===== config.mk =====
export PLATFORM = sky130hd
export DESIGN_NAME = dbg_cmd_exec
export DESIGN_NICKNAME = d
export VERILOG_FILES = /design/src/rtl/dbg_exec_pkg.sv /design/src/rtl/dbg_addr_reg.sv /design/src/rtl/dbg_exec_fsm.sv /design/src/rtl/dbg_cmd_exec.sv
export SDC_FILE = /design/constraint.sdc
export NUM_CORES = 1
export LEC_CHECK = 0
export BUFFER_PORTS_ARGS = -buffer_cell sky130_fd_sc_hd__buf_2
export CAP_MARGIN = 10
export CORE_MARGIN = 2
export CORE_UTILIZATION = 51
export DETAILED_ROUTE_END_ITERATION = 8
export PLACE_DENSITY = 0.95
export SETUP_SLACK_MARGIN = 0.1
export SKIP_LAST_GASP = 1
export SYNTH_ARGS = -nofsm -noshare
export SYNTH_HDL_FRONTEND = slang
export SYNTH_SLANG_ARGS = --single-unit

===== constraint.sdc =====
create_clock -name clk -period 3.4 [get_ports clk]
set_input_delay 0.68 -clock clk [delete_from_list [all_inputs] [get_ports clk]]
set_output_delay 0.68 -clock clk [all_outputs]
set_load 0.005 [all_outputs]

===== src/rtl/dbg_exec_pkg.sv =====
package dbg_exec_pkg;
    localparam int OPW = 4;

    localparam logic [OPW-1:0] CMD_READ   = 4'b0001;
    localparam logic [OPW-1:0] CMD_WRITE  = 4'b0010;
    localparam logic [OPW-1:0] CMD_SETA   = 4'b0011;
    localparam logic [OPW-1:0] CMD_SETAI  = 4'b0111;
    localparam logic [OPW-1:0] CMD_BRESET = 4'b1111;

    localparam logic [OPW-1:0] RSP_READ   = 4'b0001;
    localparam logic [OPW-1:0] RSP_WRACK  = 4'b0010;
    localparam logic [OPW-1:0] RSP_ADRACK = 4'b0011;
    localparam logic [OPW-1:0] RSP_BUSERR = 4'b0100;
    localparam logic [OPW-1:0] RSP_RSTACK = 4'b0101;

    typedef enum logic [1:0] {
        ST_IDLE,
        ST_REQ,
        ST_WAIT,
        ST_RST
    } exec_state_t;
endpackage


===== src/rtl/dbg_addr_reg.sv =====
module dbg_addr_reg #(
    parameter int AW = 32
) (
    input  logic          clk,
    input  logic          rst_n,
    input  logic          load,
    input  logic          load_inc,
    input  logic [AW-1:0] load_val,
    input  logic          clear,
    input  logic          step,
    output logic [AW-1:0] addr,
    output logic          inc_en
);
    logic [AW-1:0] addr_q;
    logic          inc_q;

    always_ff @(posedge clk) begin
        if (!rst_n || clear) begin
            addr_q <= '0;
            inc_q  <= 1'b0;
        end else if (load) begin
            addr_q <= load_val;
            inc_q  <= load_inc;
        end else if (step && inc_q) begin
            addr_q <= addr_q + 1'b1;
        end
    end

    assign addr   = addr_q;
    assign inc_en = inc_q;

    // step with auto-increment on advances by exactly one
    a_r7_step_adds_one: assert property (@(posedge clk) disable iff (!rst_n)
        (step && inc_q && !load && !clear) |=> (addr_q == $past(addr_q) + 1'b1));

    // step with auto-increment off leaves the address alone
    a_r7_no_step_when_off: assert property (@(posedge clk) disable iff (!rst_n)
        (step && !inc_q && !load && !clear) |=> $stable(addr_q));
endmodule


===== src/rtl/dbg_exec_fsm.sv =====
module dbg_exec_fsm
    import dbg_exec_pkg::*;
#(
    parameter int DW = 32
) (
    input  logic           clk,
    input  logic           rst_n,
    input  logic           bus_reset_req,
    input  logic           cmd_valid,
    input  logic [OPW-1:0] cmd_op,
    input  logic [DW-1:0]  cmd_arg,
    output logic           cmd_pop,
    input  logic           rsp_full,
    output logic           rsp_push,
    output logic [OPW-1:0] rsp_op,
    output logic           addr_load,
    output logic           addr_load_inc,
    output logic           addr_clear,
    output logic           addr_step,
    output logic           wb_cyc,
    output logic           wb_stb,
    output logic           wb_we,
    output logic [DW-1:0]  wb_dat_w,
    input  logic           wb_ack,
    input  logic           wb_err,
    input  logic           wb_stall
);
    exec_state_t   state_q, state_d;
    logic          we_q;
    logic [DW-1:0] wdat_q;
    logic          take;
    logic          is_xfer;
    logic          done;

    assign take    = cmd_valid && !rsp_full && !bus_reset_req;
    assign is_xfer = (cmd_op == CMD_READ) || (cmd_op == CMD_WRITE);
    assign done    = wb_ack || wb_err;

    // state register
    always_ff @(posedge clk) begin
        if (!rst_n) begin
            state_q <= ST_IDLE;
            we_q    <= 1'b0;
            wdat_q  <= '0;
        end else begin
            state_q <= state_d;
            if (cmd_pop && is_xfer) begin
                we_q   <= (cmd_op == CMD_WRITE);
                wdat_q <= cmd_arg;
            end
        end
    end

    // next state
    always_comb begin
        state_d = state_q;
        if (bus_reset_req) begin
            state_d = ST_RST;
        end else begin
            unique case (state_q)
                ST_IDLE: if (take && is_xfer) state_d = ST_REQ;
                ST_REQ:  if (done) state_d = ST_IDLE;
                         else if (!wb_stall) state_d = ST_WAIT;
                ST_WAIT: if (done) state_d = ST_IDLE;
                ST_RST:  if (!rsp_full) state_d = ST_IDLE;
            endcase
        end
    end

    // outputs
    always_comb begin
        cmd_pop       = 1'b0;
        rsp_push      = 1'b0;
        rsp_op        = RSP_ADRACK;
        addr_load     = 1'b0;
        addr_load_inc = 1'b0;
        addr_clear    = 1'b0;
        addr_step     = 1'b0;
        wb_cyc        = 1'b0;
        wb_stb        = 1'b0;
        unique case (state_q)
            ST_IDLE: begin
                if (take) begin
                    cmd_pop = 1'b1;
                    case (cmd_op)
                        CMD_SETA, CMD_SETAI: begin
                            addr_load     = 1'b1;
                            addr_load_inc = (cmd_op == CMD_SETAI);
                            rsp_push      = 1'b1;
                            rsp_op        = RSP_ADRACK;
                        end
                        CMD_BRESET: begin
                            addr_clear = 1'b1;
                            rsp_push   = 1'b1;
                            rsp_op     = RSP_RSTACK;
                        end
                        default: ;
                    endcase
                end
            end
            ST_REQ, ST_WAIT: begin
                wb_cyc = 1'b1;
                wb_stb = (state_q == ST_REQ);
                if (done) begin
                    rsp_push  = 1'b1;
                    rsp_op    = wb_err ? RSP_BUSERR : (we_q ? RSP_WRACK : RSP_READ);
                    addr_step = !wb_err;
                end
            end
            ST_RST: begin
                if (!rsp_full) begin
                    rsp_push   = 1'b1;
                    rsp_op     = RSP_RSTACK;
                    addr_clear = 1'b1;
                end
            end
        endcase
        if (bus_reset_req) begin
            wb_cyc     = 1'b0;
            wb_stb     = 1'b0;
            rsp_push   = 1'b0;
            addr_step  = 1'b0;
            addr_clear = 1'b0;
        end
    end

    assign wb_we    = we_q;
    assign wb_dat_w = wdat_q;

    a_r6_stb_within_cyc: assert property (@(posedge clk) disable iff (!rst_n)
        wb_stb |-> wb_cyc);

    a_r6_stb_held_on_stall: assert property (@(posedge clk) disable iff (!rst_n)
        (wb_stb && wb_stall && !done && !bus_reset_req) |=> (wb_stb || bus_reset_req));

    a_r6_stb_drops_after_accept: assert property (@(posedge clk) disable iff (!rst_n)
        (wb_stb && !wb_stall && !done) |=> !wb_stb);

    a_r9_reset_drops_bus: assert property (@(posedge clk) disable iff (!rst_n)
        $rose(bus_reset_req) |=> (!wb_cyc && !wb_stb));

    a_r11_no_pop_when_full: assert property (@(posedge clk) disable iff (!rst_n)
        rsp_full |-> !cmd_pop);
endmodule


===== src/rtl/dbg_cmd_exec.sv =====
module dbg_cmd_exec
    import dbg_exec_pkg::*;
#(
    parameter int AW = 32,
    parameter int DW = 32,
    localparam int RW = OPW + DW
) (
    input  logic          clk,
    input  logic          rst_n,
    input  logic          bus_reset_req,
    input  logic          cmd_valid,
    input  logic [RW-1:0] cmd_data,
    output logic          cmd_pop,
    input  logic          rsp_full,
    output logic          rsp_push,
    output logic [RW-1:0] rsp_data,
    output logic          wb_cyc,
    output logic          wb_stb,
    output logic          wb_we,
    output logic [AW-1:0] wb_adr,
    output logic [DW-1:0] wb_dat_w,
    input  logic          wb_ack,
    input  logic          wb_err,
    input  logic          wb_stall,
    input  logic [DW-1:0] wb_dat_r
);
    logic [OPW-1:0] rsp_op;
    logic           addr_load, addr_load_inc, addr_clear, addr_step;
    logic           inc_en;

    dbg_exec_fsm #(.DW(DW)) u_fsm (
        .clk           (clk),
        .rst_n         (rst_n),
        .bus_reset_req (bus_reset_req),
        .cmd_valid     (cmd_valid),
        .cmd_op        (cmd_data[RW-1:DW]),
        .cmd_arg       (cmd_data[DW-1:0]),
        .cmd_pop       (cmd_pop),
        .rsp_full      (rsp_full),
        .rsp_push      (rsp_push),
        .rsp_op        (rsp_op),
        .addr_load     (addr_load),
        .addr_load_inc (addr_load_inc),
        .addr_clear    (addr_clear),
        .addr_step     (addr_step),
        .wb_cyc        (wb_cyc),
        .wb_stb        (wb_stb),
        .wb_we         (wb_we),
        .wb_dat_w      (wb_dat_w),
        .wb_ack        (wb_ack),
        .wb_err        (wb_err),
        .wb_stall      (wb_stall)
    );

    dbg_addr_reg #(.AW(AW)) u_addr (
        .clk      (clk),
        .rst_n    (rst_n),
        .load     (addr_load),
        .load_inc (addr_load_inc),
        .load_val (cmd_data[AW-1:0]),
        .clear    (addr_clear),
        .step     (addr_step),
        .addr     (wb_adr),
        .inc_en   (inc_en)
    );

    assign rsp_data = {rsp_op, (rsp_op == RSP_READ) ? wb_dat_r : {DW{1'b0}}};

    // an error response never comes with the address moving on
    a_r8_err_holds_addr: assert property (@(posedge clk) disable iff (!rst_n)
        (rsp_push && rsp_op == RSP_BUSERR) |=> $stable(wb_adr));

    // auto-increment load is visible on the next cycle
    a_r3_inc_mode_set: assert property (@(posedge clk) disable iff (!rst_n)
        (cmd_pop && cmd_data[RW-1:DW] == CMD_SETAI) |=> inc_en);
endmodule


-- Word level (Yosys, flattened, before mapping)
Index checks and enable logic that the tools add are counted.
- word-level logic and storage cells: 79
- memory bits (read-only): 0
- RAM bits: 0
- latch bits: 0
- input port bits: 76
- flip-flop bits (word level): 68
- memories: 0
- output and inout port bits: 105
- shifts and indexed selects: 0
- multiply operators: 0
- div/mod/pow operators: 0
- equality and inequality tests: 13
- $lt $le $gt $ge: 0
- bitwise gates (word level): 0
- reduce and logical (&&, ||, !) cells: 18
- multiplexer cells: 42
- add/sub/neg operators: 1
- operator list (cell ; number):
    $mux 32 ; 3
    $add 32x1->32 const B ; 1
    $mux 1 ; 23
    $mux 2 ; 7
    $mux 4 ; 3
    $pmux 4 s3 ; 1
    $eq 4x1->1 const B ; 2
    $eq 4x2->1 const B ; 2
    $pmux 2 s4 ; 1
    $mux 3 ; 2
    $ne 3x2->1 const B ; 2
    $logic_and 1x1->1 ; 5
    $eq 2x2->1 const B ; 2
    $eq 4x3->1 const B ; 1
    $eq 4x4->1 const B ; 1
    $logic_not 1->1 ; 4
    $ne 4x3->1 const B ; 1
    $reduce_and 4->1 ; 1
    $reduce_or 2->1 ; 2
    $logic_or 1x1->1 ; 3
    $ne 3x3->1 const B ; 1
    $pmux 1 s3 ; 1
    $reduce_or 3->1 ; 1
    $eq 2x1->1 const B ; 1
    other kinds (3) ; 3

-- Depth between registers and ports, before layout
- word-level depth: 7
- gate-level depth with buffers: 9
- mapped depth without buffers: 7

-- Cells and area by module
Synthesis repeated with hierarchy kept, for this count alone.
- cells, all modules: 417
- area total of the unflattened synthesis: 3682.3 µm²
- by module, submodules not included (module ; sequential area each (µm²) ; cells each ; area an instance (µm²) ; times used):
    dbg_addr_reg ; 660.6 ; 218 ; 1798.0 ; 1
    dbg_exec_fsm ; 700.7 ; 163 ; 1619.1 ; 1
    dbg_cmd_exec ; 0.0 ; 36 ; 265.3 ; 1

-- Worst setup path before layout
No wires, ideal clock.
- kind: flip-flop to output port
- from: register u_fsm.state_q[0]
- to: output port rsp_data[10]
- arrival: 1.632 ns
- path buffers: 1
- required time: 2.720 ns
- slack: 1.088 ns
- cell stages (with the launch flop): 7
- path through: dfxtp_1 inv_1 ha_1 a311o_1 and3_1 clkbuf_1 and2_1
- longest elaborated chain between the ends: 5
- elaborated cells on any way between the ends: 8
- those cells by class: eq/ne: 4; mux: 2; reduce/logical: 2
- RTL lines (element ; line ; RTL):
    start, declared ; dbg_exec_fsm.sv:28 ; exec_state_t state_q, state_d;
    start signal, assigned ; dbg_exec_fsm.sv:46 ; state_q <= state_d;
    $eq 2x2->1 or $eq 2x1->1 (tied branches) ; dbg_exec_fsm.sv:81 ; unique case (state_q)
    $reduce_or 2->1 ; dbg_exec_fsm.sv:81 ;
    $pmux 4 s3 (*) ; dbg_exec_fsm.sv:81 ;
    via rsp_data[32] ; dbg_cmd_exec.sv:16 ; output logic [RW-1:0] rsp_data,
    $eq 4x1->1 (*) ; dbg_cmd_exec.sv:67 ; assign rsp_data = {rsp_op, (rsp_op == RSP_READ) ? wb_dat_r : {DW{1'b0}}};
    $mux 32 (*) ; dbg_cmd_exec.sv:67 ;
    end, declared ; dbg_cmd_exec.sv:16 ;
Mark *: on every way through the listed nets, which the timed path passes. The rest lies on a longest branch.

-- Worst setup path in the final report
- from: register u_fsm.state_q[0]
- to: output port rsp_data[12]
- longest elaborated chain between the ends: 5
- elaborated cells on any way between the ends: 8
- those cells by class: eq/ne: 4; mux: 2; reduce/logical: 2
- RTL lines (element ; line):
    $eq 2x2->1 or $eq 2x1->1 (tied branches) ; dbg_exec_fsm.sv:81
    $reduce_or 2->1 ; dbg_exec_fsm.sv:81
    $pmux 4 s3 (*) ; dbg_exec_fsm.sv:81
    $eq 4x1->1 (*) ; dbg_cmd_exec.sv:67
    $mux 32 (*) ; dbg_cmd_exec.sv:67
Every way passes the cells marked *; elsewhere a longest branch is shown, timed or not.

==> results.sh <==
export IMPL_worstPathArrival_ns=2.25
export IMPL_critPathSlowestCell="dfxtp_1"
export IMPL_cpLargestDelayFamily="simple AND/OR/NAND/NOR gates"
export IMPL_comb_power_share_pct=11.9
export IMPL_grt_pass1_wl_um=17900
export IMPL_drtIter0Drc=207
export IMPL_final_antenna_net_count=0
export IMPL_ff2ff_path_depth=6
export IMPL_synth_top_cell_area_share_pct=35.4
export IMPL_dp_hpwl_um=8440
export IMPL_seqPwrFrac_pct=45.1
export IMPL_clockBufferDepth=2
export IMPL_clockRootBuffer="clkbuf_8"
export IMPL_min_to="u_fsm.wb_dat_w[6]"
export IMPL_p_per_area_mw_per_mm2=363
export IMPL_die_y_um=90.8
export IMPL_nFillCells=620
export IMPL_ys_flop_type="dfxtp_1"
export IMPL_ys_types=52
export IMPL_fin_setup_tns_ns=0
export IMPL_grt_max_degree=37
export IMPL_hold_class="flop to flop"
export IMPL_finalSetupViolCount=0
export IMPL_cp_num_cells=6
export IMPL_ir_worst_vdd_v=0.000199
export IMPL_synth_commonest_cells="84 x nand2_1, 68 x dfxtp_1, 37 x nor2_1"
export IMPL_hp_start="u_fsm.wb_dat_w[6]"
export IMPL_grt_pass1_vias=3835
export IMPL_numCtsBuffers=9
export IMPL_via_per_inst=5.56
export IMPL_drive_gt1_share_pct=38.8
export IMPL_period_needed_ns=2.93
export IMPL_status="finished clean"
export IMPL_p_sw_uw=423
export IMPL_critPathCaptureType="primary output"
export IMPL_gp_congestion=0.893
export IMPL_cts_setup_buffers=0
export IMPL_gr_total_overflow=0
export IMPL_p_total_mw=1.80
export IMPL_tightest_slew_ns=0.906
export IMPL_synth_seq_cells=68
export IMPL_internal_power_mw=1.38
export IMPL_worstPathRequired_ns=2.72
export IMPL_start_util_pct=52.7
export IMPL_hold_ws_ns=0.451
export IMPL_cts_tree="yes"
export IMPL_wl_per_cell_um=15.6
export IMPL_clkPwrFrac_pct=43.0
export IMPL_finalWirelength_um=11200
export IMPL_critPathKind="flop to primary output"
export IMPL_fmax_mhz=341
export IMPL_postSynthAreaPerCell_um2=8.46
export IMPL_rows=31
export IMPL_synth_enable_flop_cells=0
export IMPL_clock_sinks=68
export IMPL_port_buffers=179
export IMPL_die_area_mm2=0.00824
export IMPL_synthToLayoutAreaGrowth_pct=29.2
export IMPL_yosysWarnings=0
export IMPL_relSlewSlack_pct=39.6
export IMPL_drc=0
export IMPL_nets=698
export IMPL_worstHoldPathCells=2
export IMPL_yosysMostFrequentCell="nand2_1"
export IMPL_num_vias=4003
export IMPL_synth_area_top_cells="dfxtp_1 35%, nand2_1 8.2%, a21boi_1 6.4%, and2_1 5.5%, a211oi_2 5.2%"
export IMPL_synth_nets=535
export IMPL_leakagePower_nw=2.15
export IMPL_htreeDepth=3
export IMPL_fin_skew_ns=0.0108
export IMPL_worstPathMaxFanout=32
export IMPL_rsz0062_at_grt="false"
export IMPL_seq_area_frac_synth_pct=35.4
export IMPL_syn_inst=454
export IMPL_synth_top_cell_by_area="dfxtp_1"
export IMPL_synth_area_mm2=0.00384
export IMPL_firstDrtPassIters=4
export IMPL_diodes=0
export IMPL_max_stage_delay_ns=0.40
export IMPL_cp_buffers_inverters=2
export IMPL_num_io_pins=181
export IMPL_reg2reg_to="u_addr.addr[10]"
export IMPL_clk_pin_slew_ns=0.07
export IMPL_power_share_switching_pct=23.5
export IMPL_maxCapViolations=0
export IMPL_r2r_setup_slack_ns=0.78
export IMPL_period_share_pct=86.1
export IMPL_grt_usage_pct=26.9
export IMPL_path_cells="inv_1, ha_1, a311o_1, and3_2, and2_1, buf_2"
export IMPL_cp_start_kind="flop"
export IMPL_core_mm2=0.00729
export IMPL_ys_async_sr_fraction_pct=0
export IMPL_die_w_um=90.8
export IMPL_finalHoldViolCount=0
export IMPL_regToRegStartpoint="u_fsm.state_q[0]"
export IMPL_antenna_found_initial=0
export IMPL_maxSlewViolCount=0
export IMPL_clkLatencyLatePin_ns=0.34
-- state kept, by name, summed over array words and instances (netlist names) --
| register | count |
|---|---|
| u_addr.addr | 32 |
| u_addr.inc_en | 1 |
| u_fsm.state_q | 2 |
| u_fsm.wb_dat_w | 32 |
| u_fsm.wb_we | 1 |
-- through the flow --
| stage | instance area (µm²) | cells | worst slack (ns) | utilization [%] |
|---|---|---|---|---|
| 2_1_floorplan | 3840 | 454 | 1.09 | - |
| 3_5_place_dp | 4730 | 705 | 0.536 | 64.8 |
| 4_1_cts | 4960 | 720 | 0.255 | 68.0 |
| 3_3_place_gp | 4730 | 705 | 0.630 | 64.8 |
| 6_report | 4960 | 720 | 0.471 | 68.0 |
| 5_1_grt | 4960 | 720 | 0.258 | 68.0 |
-- power groups by stage --
stage	clock [mW]	combinational (mW)	sequential, mW
finish	0.775	0.214	0.812
global route	0.814	0.236	0.813
CTS	0.781	0.214	0.812
detailed placement	0	0.212	0.830
global placement	0	0.206	0.829
floorplan	0	0.103	0.829
-- cell families (layout without fill, tap and decap cells) --
kind of cell | count (synthesis) | after routing | share of synthesized area, %
and+or+nand+nor | 228 | 228 | 33.2
other | 1 | 1 | 0.0976
AOI/OAI and AO/OA | 84 | 84 | 18.0
DFF | 68 | 68 | 35.4
xor gates and xnor gates | 27 | 27 | 6.16
muxes | 1 | 1 | 0.261
buffers and inverters | 40 | 207 | 5.24
adders and majority gates | 5 | 5 | 1.63
-- final cells by class --
class,instances,area (µm²),area share (%)
inverters,10,37.5,0.757
clock buffers,12,165,3.33
multi-input cells,346,2290,46.1
flip-flops and latches,68,1360,27.4
repair buffers,182,918,18.5
well taps,99,124,2.50
clock inverters,3,68.8,1.39
-- metal layers --
| metal | track usage (%) | vias to the layer above | part of all wire [%] |
|---|---|---|---|
| met4 | 10.4 | 0 | 2.3 |
| met1 | 31.0 | 1885 | 39 |
| li1 | - | 1891 | - |
| met5 | 0 | - | 0 |
| met3 | 6.09 | 24 | 7.3 |
| met2 | 48.3 | 203 | 51 |
-- cell usage in the layout, fill, tap and decap left out, types with 9 or more instances in the layout --
cell and instances:
buf_2 179, nand2_1 84, dfxtp_1 68, nor2_1 37, and2_1 34, a21boi_1 33
xnor2_1 21, a211oi_2 16, nand3_1 12, clkbuf_8 12, nor3_2 10, a211oi_1 10
inv_1 9
-- worst reg2reg max path, delay by kind of cell, from the launching register on --
| family | cells | cell delay (ns) |
|---|---|---|
| AOI/OAI and AO/OA | 1 | 0.63 |
| adders and majority gates | 1 | 0.28 |
| buffers and inverters | 1 | 0.08 |
| DFF | 1 | 0.40 |
| and+or+nand+nor | 3 | 1.09 |
-- repair_timing --
item | in CTS | in global routing
resized for setup | 0 | 1
setup endpoints to repair | 0 | 32
hold buffers | 0 | 0
-- how the worst max path moves through the flow --
stage,startpoint,to
floorplan,u_fsm.state_q[0],rsp_data[10]
CTS,u_fsm.state_q[0],rsp_data[12]
finish,u_fsm.state_q[0],rsp_data[12]
global route,u_fsm.state_q[0],rsp_data[0]
detailed placement,rsp_full,rsp_data[12]
global placement,rsp_full,rsp_data[11]
No activity file was read; power rests on OpenSTA's default activity.
